$ cat config.mk
export PLATFORM = sky130hd
export DESIGN_NAME = rq_sched
export DESIGN_NICKNAME = d
export VERILOG_FILES = /design/src/rtl/rq_pkg.sv /design/src/rtl/rq_idmap.sv /design/src/rtl/rq_order.sv /design/src/rtl/rq_sched.sv
export SDC_FILE = /design/constraint.sdc
export NUM_CORES = 1
export LEC_CHECK = 0
export BUFFER_PORTS_ARGS = -buffer_cell sky130_fd_sc_hd__buf_2
export CAP_MARGIN = 20
export CORE_MARGIN = 2
export CORE_UTILIZATION = 45
export CTS_CLUSTER_DIAMETER = 50
export CTS_CLUSTER_SIZE = 12
export DETAILED_ROUTE_END_ITERATION = 10
export GPL_ROUTABILITY_DRIVEN = 0
export GPL_TIMING_DRIVEN = 0
export PLACE_DENSITY = 0.73
export SLEW_MARGIN = 15
export SYNTH_ARGS = -nofsm -noshare
export SYNTH_HDL_FRONTEND = slang
export SYNTH_HIERARCHICAL = 1
export SYNTH_SLANG_ARGS = --single-unit
$ cat constraint.sdc
create_clock -name clk -period 13.9 [get_ports clk]
set_input_delay 1.39 -clock clk [delete_from_list [all_inputs] [get_ports clk]]
set_output_delay 1.39 -clock clk [all_outputs]
set_load 0.02 [all_outputs]
$ cat src/rtl/rq_pkg.sv
package rq_pkg;

  typedef enum logic [1:0] {
    OP_INSERT  = 2'd0,
    OP_REMOVE  = 2'd1,
    OP_SUSPEND = 2'd2,
    OP_RESUME  = 2'd3
  } rq_op_e;

  typedef enum logic [2:0] {
    S_IDLE,
    S_LOOK,
    S_DECIDE,
    S_FPOS,
    S_FID,
    S_DONE
  } rq_state_e;

endpackage

$ cat src/rtl/rq_idmap.sv
// Per-tag record store: pointer, key, mapped and queued flags.
// One shared pointer read port feeds the sequential lookup.
module rq_idmap #(
  parameter int PTR_W = 32,
  parameter int KEY_W = 8,
  parameter int N     = 8,
  parameter int IDX_W = 3
) (
  input  logic             clk,
  input  logic             rst_n,
  input  logic             we,
  input  logic [IDX_W-1:0] wr_idx,
  input  logic             wr_used,
  input  logic             wr_queued,
  input  logic [PTR_W-1:0] wr_ptr,
  input  logic [KEY_W-1:0] wr_key,
  input  logic [IDX_W-1:0] scan_idx,
  output logic [PTR_W-1:0] scan_ptr,
  input  logic [IDX_W-1:0] key_idx,
  output logic [KEY_W-1:0] key_val,
  input  logic [IDX_W-1:0] hd_idx,
  output logic [PTR_W-1:0] hd_ptr,
  output logic [KEY_W-1:0] hd_key,
  output logic [N-1:0]     used_v,
  output logic [N-1:0]     queued_v,
  output logic [IDX_W-1:0] free_idx,
  output logic             full
);

  logic [PTR_W-1:0] ptr_mem [N];
  logic [KEY_W-1:0] key_mem [N];

  always_ff @(posedge clk) begin
    if (we) begin
      ptr_mem[wr_idx] <= wr_ptr;
      key_mem[wr_idx] <= wr_key;
    end
  end

  always_ff @(posedge clk or negedge rst_n) begin
    if (!rst_n) begin
      used_v   <= '0;
      queued_v <= '0;
    end else if (we) begin
      used_v[wr_idx]   <= wr_used;
      queued_v[wr_idx] <= wr_queued;
    end
  end

  assign scan_ptr = ptr_mem[scan_idx];
  assign key_val  = key_mem[key_idx];
  assign hd_ptr   = ptr_mem[hd_idx];
  assign hd_key   = key_mem[hd_idx];

  // lowest unmapped tag
  always_comb begin
    free_idx = '0;
    for (int k = N - 1; k >= 0; k--) begin
      if (!used_v[k]) free_idx = IDX_W'(k);
    end
  end

  assign full = &used_v;

endmodule

$ cat src/rtl/rq_order.sv
// Ordered list of tags; slot 0 is the front. Insert shifts the tail
// up from a position, delete shifts it down.
module rq_order #(
  parameter int N     = 8,
  parameter int IDX_W = 3,
  parameter int CNT_W = 4
) (
  input  logic             clk,
  input  logic             rst_n,
  input  logic             ins_en,
  input  logic [CNT_W-1:0] ins_pos,
  input  logic [IDX_W-1:0] ins_id,
  input  logic             del_en,
  input  logic [CNT_W-1:0] del_pos,
  input  logic [CNT_W-1:0] rd_pos,
  output logic [IDX_W-1:0] rd_id,
  output logic [IDX_W-1:0] head_id,
  output logic [CNT_W-1:0] count
);

  logic [IDX_W-1:0] slot  [N];
  logic [IDX_W-1:0] sh_up [N];
  logic [IDX_W-1:0] sh_dn [N];

  for (genvar g = 0; g < N; g++) begin : g_shift
    if (g == 0) begin : g_first
      assign sh_up[g] = slot[g];
    end else begin : g_rest
      assign sh_up[g] = slot[g-1];
    end
    if (g == N - 1) begin : g_last
      assign sh_dn[g] = slot[g];
    end else begin : g_inner
      assign sh_dn[g] = slot[g+1];
    end
  end

  always_ff @(posedge clk or negedge rst_n) begin
    if (!rst_n) begin
      for (int k = 0; k < N; k++) slot[k] <= '0;
      count <= '0;
    end else if (ins_en) begin
      for (int k = 0; k < N; k++) begin
        if (CNT_W'(k) == ins_pos)     slot[k] <= ins_id;
        else if (CNT_W'(k) > ins_pos) slot[k] <= sh_up[k];
      end
      count <= count + CNT_W'(1);
    end else if (del_en) begin
      for (int k = 0; k < N; k++) begin
        if (CNT_W'(k) >= del_pos) slot[k] <= sh_dn[k];
      end
      count <= count - CNT_W'(1);
    end
  end

  assign rd_id   = (rd_pos < CNT_W'(N)) ? slot[rd_pos[IDX_W-1:0]] : '0;
  assign head_id = slot[0];

endmodule

$ cat src/rtl/rq_sched.sv
module rq_sched
  import rq_pkg::*;
#(
  parameter int PTR_W     = 32,
  parameter int MAX_TASKS = 8,
  parameter int KEY_W     = 8
) (
  input  logic             clk,
  input  logic             rst_n,
  input  logic             cmd_valid,
  output logic             cmd_ready,
  input  logic [1:0]       cmd_op,
  input  logic [PTR_W-1:0] cmd_ptr,
  input  logic [KEY_W-1:0] cmd_key,
  output logic             rsp_valid,
  output logic             rsp_err,
  output logic             busy,
  output logic             head_valid,
  output logic [PTR_W-1:0] head_ptr,
  output logic [KEY_W-1:0] head_key
);

  localparam int IDX_W = (MAX_TASKS > 1) ? $clog2(MAX_TASKS) : 1;
  localparam int CNT_W = $clog2(MAX_TASKS + 1);
  localparam logic [IDX_W-1:0] LAST_IDX = IDX_W'(MAX_TASKS - 1);

  rq_state_e        st;
  rq_op_e           op_q;
  logic [PTR_W-1:0] ptr_q;
  logic [KEY_W-1:0] key_q;
  logic [IDX_W-1:0] scan_i;
  logic [IDX_W-1:0] hid_q;
  logic [CNT_W-1:0] pos_q;
  logic             hit_q;
  logic             err_q;

  // record store interface
  logic             map_we;
  logic [IDX_W-1:0] map_idx;
  logic             map_used;
  logic             map_queued;
  logic [PTR_W-1:0] map_ptr;
  logic [KEY_W-1:0] map_key;
  logic [PTR_W-1:0] scan_ptr;
  logic [IDX_W-1:0] key_idx;
  logic [KEY_W-1:0] key_val;
  logic [PTR_W-1:0] hd_ptr;
  logic [KEY_W-1:0] hd_key;
  logic [MAX_TASKS-1:0] used_v;
  logic [MAX_TASKS-1:0] queued_v;
  logic [IDX_W-1:0] free_idx;
  logic             full;

  // order list interface
  logic             ins_en;
  logic             del_en;
  logic [IDX_W-1:0] ord_rd_id;
  logic [IDX_W-1:0] ord_head;
  logic [CNT_W-1:0] ord_cnt;

  logic             scan_hit;
  logic             place_here;
  logic             id_here;

  rq_idmap #(
    .PTR_W(PTR_W), .KEY_W(KEY_W), .N(MAX_TASKS), .IDX_W(IDX_W)
  ) u_map (
    .clk      (clk),
    .rst_n    (rst_n),
    .we       (map_we),
    .wr_idx   (map_idx),
    .wr_used  (map_used),
    .wr_queued(map_queued),
    .wr_ptr   (map_ptr),
    .wr_key   (map_key),
    .scan_idx (scan_i),
    .scan_ptr (scan_ptr),
    .key_idx  (key_idx),
    .key_val  (key_val),
    .hd_idx   (ord_head),
    .hd_ptr   (hd_ptr),
    .hd_key   (hd_key),
    .used_v   (used_v),
    .queued_v (queued_v),
    .free_idx (free_idx),
    .full     (full)
  );

  rq_order #(
    .N(MAX_TASKS), .IDX_W(IDX_W), .CNT_W(CNT_W)
  ) u_ord (
    .clk    (clk),
    .rst_n  (rst_n),
    .ins_en (ins_en),
    .ins_pos(pos_q),
    .ins_id (hid_q),
    .del_en (del_en),
    .del_pos(pos_q),
    .rd_pos (pos_q),
    .rd_id  (ord_rd_id),
    .head_id(ord_head),
    .count  (ord_cnt)
  );

  // shared comparators: one pointer compare, one key compare, one tag compare
  assign scan_hit   = used_v[scan_i] && (scan_ptr == ptr_q);
  assign key_idx    = (st == S_FPOS) ? ord_rd_id : hid_q;
  assign place_here = (pos_q == ord_cnt) || (key_val > key_q);
  assign id_here    = (pos_q < ord_cnt) && (ord_rd_id == hid_q);

  always_comb begin
    map_we     = 1'b0;
    map_idx    = hid_q;
    map_used   = 1'b0;
    map_queued = 1'b0;
    map_ptr    = ptr_q;
    map_key    = key_q;
    ins_en     = 1'b0;
    del_en     = 1'b0;
    unique case (st)
      S_DECIDE: begin
        if (op_q == OP_INSERT && !hit_q && !full) begin
          map_we   = 1'b1;
          map_idx  = free_idx;
          map_used = 1'b1;
        end else if (op_q == OP_REMOVE && hit_q && !queued_v[hid_q]) begin
          map_we = 1'b1;
        end
      end
      S_FPOS: begin
        if (place_here) begin
          ins_en     = 1'b1;
          map_we     = 1'b1;
          map_used   = 1'b1;
          map_queued = 1'b1;
        end
      end
      S_FID: begin
        if (id_here) begin
          del_en   = 1'b1;
          map_we   = 1'b1;
          map_used = (op_q != OP_REMOVE);
          map_key  = key_val;
        end
      end
      default: ;
    endcase
  end

  always_ff @(posedge clk or negedge rst_n) begin
    if (!rst_n) begin
      st     <= S_IDLE;
      op_q   <= OP_INSERT;
      ptr_q  <= '0;
      key_q  <= '0;
      scan_i <= '0;
      hid_q  <= '0;
      pos_q  <= '0;
      hit_q  <= 1'b0;
      err_q  <= 1'b0;
    end else begin
      unique case (st)
        S_IDLE: begin
          if (cmd_valid) begin
            op_q   <= rq_op_e'(cmd_op);
            ptr_q  <= cmd_ptr;
            key_q  <= cmd_key;
            scan_i <= '0;
            err_q  <= 1'b0;
            st     <= S_LOOK;
          end
        end
        S_LOOK: begin
          if (scan_hit) begin
            hit_q <= 1'b1;
            hid_q <= scan_i;
            st    <= S_DECIDE;
          end else if (scan_i == LAST_IDX) begin
            hit_q <= 1'b0;
            st    <= S_DECIDE;
          end else begin
            scan_i <= scan_i + IDX_W'(1);
          end
        end
        S_DECIDE: begin
          pos_q <= '0;
          unique case (op_q)
            OP_INSERT: begin
              if (hit_q || full) begin
                err_q <= 1'b1;
                st    <= S_DONE;
              end else begin
                hid_q <= free_idx;
                st    <= S_FPOS;
              end
            end
            OP_REMOVE: begin
              if (!hit_q) begin
                err_q <= 1'b1;
                st    <= S_DONE;
              end else if (queued_v[hid_q]) begin
                st <= S_FID;
              end else begin
                st <= S_DONE;
              end
            end
            OP_SUSPEND: begin
              if (!hit_q || !queued_v[hid_q]) begin
                err_q <= 1'b1;
                st    <= S_DONE;
              end else begin
                st <= S_FID;
              end
            end
            OP_RESUME: begin
              if (!hit_q || queued_v[hid_q]) begin
                err_q <= 1'b1;
                st    <= S_DONE;
              end else begin
                key_q <= key_val;
                st    <= S_FPOS;
              end
            end
            default: st <= S_DONE;
          endcase
        end
        S_FPOS: begin
          if (place_here) st <= S_DONE;
          else            pos_q <= pos_q + CNT_W'(1);
        end
        S_FID: begin
          if (id_here) begin
            st <= S_DONE;
          end else if (pos_q >= ord_cnt) begin
            err_q <= 1'b1;
            st    <= S_DONE;
          end else begin
            pos_q <= pos_q + CNT_W'(1);
          end
        end
        S_DONE:  st <= S_IDLE;
        default: st <= S_IDLE;
      endcase
    end
  end

  assign cmd_ready  = (st == S_IDLE);
  assign busy       = ~cmd_ready;
  assign rsp_valid  = (st == S_DONE);
  assign rsp_err    = rsp_valid & err_q;
  assign head_valid = (ord_cnt != '0);
  assign head_ptr   = hd_ptr;
  assign head_key   = hd_key;

endmodule

==> flow_summary_export.csv <==
group,metric,value,unit
run_status,status,"finished clean",
timing,fmax,145,MHz
clocking,cts_tree,"built",
clocking,cts.clk_slew.worst_paths,0.06,ns
clocking,cts.repair.resized,0,
placement,dp.cells,1990,
die,die_y,221,µm
synth,syn_area,21100,µm²
worst_setup_path,worstSetupPathType,"flip-flop to flip-flop",
timing,holdWs,0.477,ns
placement,preCtsSetupSlack,6.55,ns
global_routing,overflow,0,
layout,fin_cells,2076,
synth,synth.area.top_cells,"edfxtp_1, dfrtp_1, mux4_1",
synth,synth_warnings,6,
synth,synthCells,1269,
die,die-area,48700,µm²
placement,port_buffers,89,
clocking,cts_buffers,46,
global_routing,grt_pass1_vias,13000,
synth,yosys_most_used_dff,"edfxtp_1",
pwr,p_leak,8.79,nW
global_routing,grt_pass1_wl,78.6,mm
synth,synth_common_cells,"edfxtp_1, nand2_1, mux2_2",
synth,ys_seq_area_share,57.5,%
layout,ff_latch_area,12100,µm²
die,num_rows,79,
synth,async_flop_share,24.0,%
timing,rsz0062_at_grt,"no",
synth,synth_nets,1332,
route,drc,0,
layout,fillers,3737,
route,routedWlPerCell,25.4,µm
layout,fin_util,52.2,%
synth,synth_top_area_cell,"edfxtp_1",
die,initial_core_util,45.4,%
clocking,cts_max_level,2,
timing,tns,0,ns
timing,worst_pin_slew,1.00,ns
layout,multi_input_area,8490,µm²
placement,hpwl,35.3,mm
clocking,cts_buffer_depth,3,
min_path,min_path_type,"flip-flop to flip-flop",
clocking,clk_latency,0.59,ns
timing,slew_viol_final,0,
worst_setup_path,startpoint_type,"flip-flop",
die,ios,90,
synth,synth_edf_count,320,
route,dr.pass1.iters,5,
layout,drive_above_1_share,29.3,%
layout,final_nets,1495,
route,postRouteAntennaNets,0,
clocking,root_buffer,"clkbuf_16",
clocking,clock_sinks,421,
layout,diodes,0,
synth,ys_ff_latch,421,
route,wirelength,52.7,mm
placement,dpl_cell_area,22800,µm²
route,drt-initial-drc-count,1031,
pwr,total_power,5.30,mW
timing,skew,0.0330,ns
synth,synth_top_area_share,45.5,%
global_routing,grt.total_usage,21.9,%
clocking,cts_hold_buffers,0,
clocking,cts_setup_buffers,0,
route,vias,12800,
timing,fin_crit_sh,49.6,%
route,avgViaCountPerCell,6.18,
worst_setup_path,cp_data_arrival_time,7.38,ns
layout,design_area,24300,µm²
synth,synth.most_common_cell,"edfxtp_1",
die,core-area,46500,µm²
pwr,p_per_area,219,nW/µm²
timing,hold_viol,0,
timing,fin_crit,6.89,ns
synth,synth.distinct_cells,67,
worst_setup_path,required,14.39,ns
timing,slew_headroom,32.6,%
timing,timing.final.setup_violations,0,
flow_run,cap_violations,0,
worst_setup_path,endpoint_kind,"flip-flop",
pwr,ir_drop,0.139,mV
timing,finalWorstSetupSlack,7.01,ns
layout,area_delta_synth_final,14.9,%
worst_setup_path,cp_max_fo,14,
die,fp.dieW,221,µm
global_routing,antenna_found_initial,1,
synth,post_synth.cell_area_avg,16.6,µm²
global_routing,grt_max_degree,56,
## registers in the layout, summed over array words and instances, names as in the netlist, 3 cells and up
register        cells
u_map/queued_v      8
st                  3
u_map/used_v        8
hid_q               3
u_map/ptr_mem     256
u_ord/sh_dn        21
u_map/key_mem      64
scan_i              3
u_ord/head_id       3
pos_q               4
map_ptr            32
key_q               8
u_ord/count         4
## worst max-delay path: stages, from the launching register on
cell,delay [ns]
dfrtp_1,0.62
clkbuf_1,0.43
mux4_2,0.60
mux2i_1,0.16
nor2_1,0.11
mux2_2,0.29
clkbuf_1,0.25
buf_2,0.31
mux4_2,0.31
mux2_2,0.34
ha_1,0.31
a21oi_1,0.06
o21ai_0,0.27
o21ai_0,0.22
a31oi_1,0.47
buf_2,0.29
clkbuf_1,0.42
inv_1,0.28
ha_1,0.36
a21o_1,0.16
a21oi_1,0.17
mux2i_1,0.23
xnor2_1,0.13
## cell type report
| class | count | area share (%) |
|---|---|---|
| Clock inverter | 15 | 0.712 |
| Inverter | 21 | 0.335 |
| Clock buffer | 70 | 5.24 |
| Timing Repair Buffer | 115 | 3.70 |
| Tap cell | 607 | 3.13 |
| Multi-Input combinational cell | 750 | 35.0 |
| Buffer | 77 | 1.86 |
| Sequential cell | 421 | 50.0 |
## path summary, 6_finish.rpt
| check | start | end | slack (ns) | cells past startpoint |
|---|---|---|---|---|
| setup / recovery | pos_q[1]$_DFFE_PN0P_ | u_ord/count[3]$_DFFE_PN0P_ | 7.01 | 22 |
| hold / removal | key_q[6]$_DFFE_PN0P_ | key_q[6]$_DFFE_PN0P_ | 0.48 | 2 |
| setup reg to reg | pos_q[1]$_DFFE_PN0P_ | u_ord/count[3]$_DFFE_PN0P_ | 7.01 | 22 |
| hold reg to reg | key_q[6]$_DFFE_PN0P_ | key_q[6]$_DFFE_PN0P_ | 0.48 | 2 |
| max in group asynchronous | rst_n | map_ptr[5]$_DFFE_PN0P_ | 12.38 | 2 |
| min in group asynchronous | rst_n | u_ord/count[2]$_DFFE_PN0P_ | 0.81 | 1 |
## power breakdown
group / internal (mW) / total [mW] / switching, mW
registers: 1.70 / 1.95 / 0.245
logic: 0.983 / 2.19 / 1.21
clock network: 0.661 / 1.17 / 0.505
total: 3.35 / 5.30 / 1.96
## placed cells by master, fill, tap and decap left out, drive strengths merged, types with 3 or more instances in the layout
master    instances
dfrtp           101
nand3b            4
clkbuf          106
nand2           147
a211oi            5
nor4              9
o221a             3
nand4            12
nor4b             3
a21oi            22
nor2             33
buf             156
nor3              7
xor2             18
a21o              5
o21ai            34
a31o              3
mux2i            46
a31oi             7
a22oi             3
clkinvlp          3
or4               3
clkinv            6
mux4            170
o211ai            3
edfxtp          320
nor2b             9
nand2b            7
xnor2            22
nand3            11
and2              3
mux2            114
inv              26
o21bai            3
ha               17
and4bb            3
## cells by family (layout without fill, tap and decap cells)
kind of cell,count (synthesis),in the layout,synth area share [%]
flops,421,421,57.5
mux,330,330,28.1
simple gates,262,262,6.11
compound gates,100,100,3.04
buf+inv,98,298,2.51
xor+xnor,40,40,1.66
fa+ha+maj,18,18,1.10
## per-layer routing
layer  GRT usage (%)  up-vias  share of wire [%]
met4            7.38        2                3.3
met5               0        -              0.025
met2            36.9      609                 49
met1            28.6     6632                 40
li1                -     5462                  -
met3            4.34      117                7.4
Note: power is estimated with default switching activity, not from simulation.
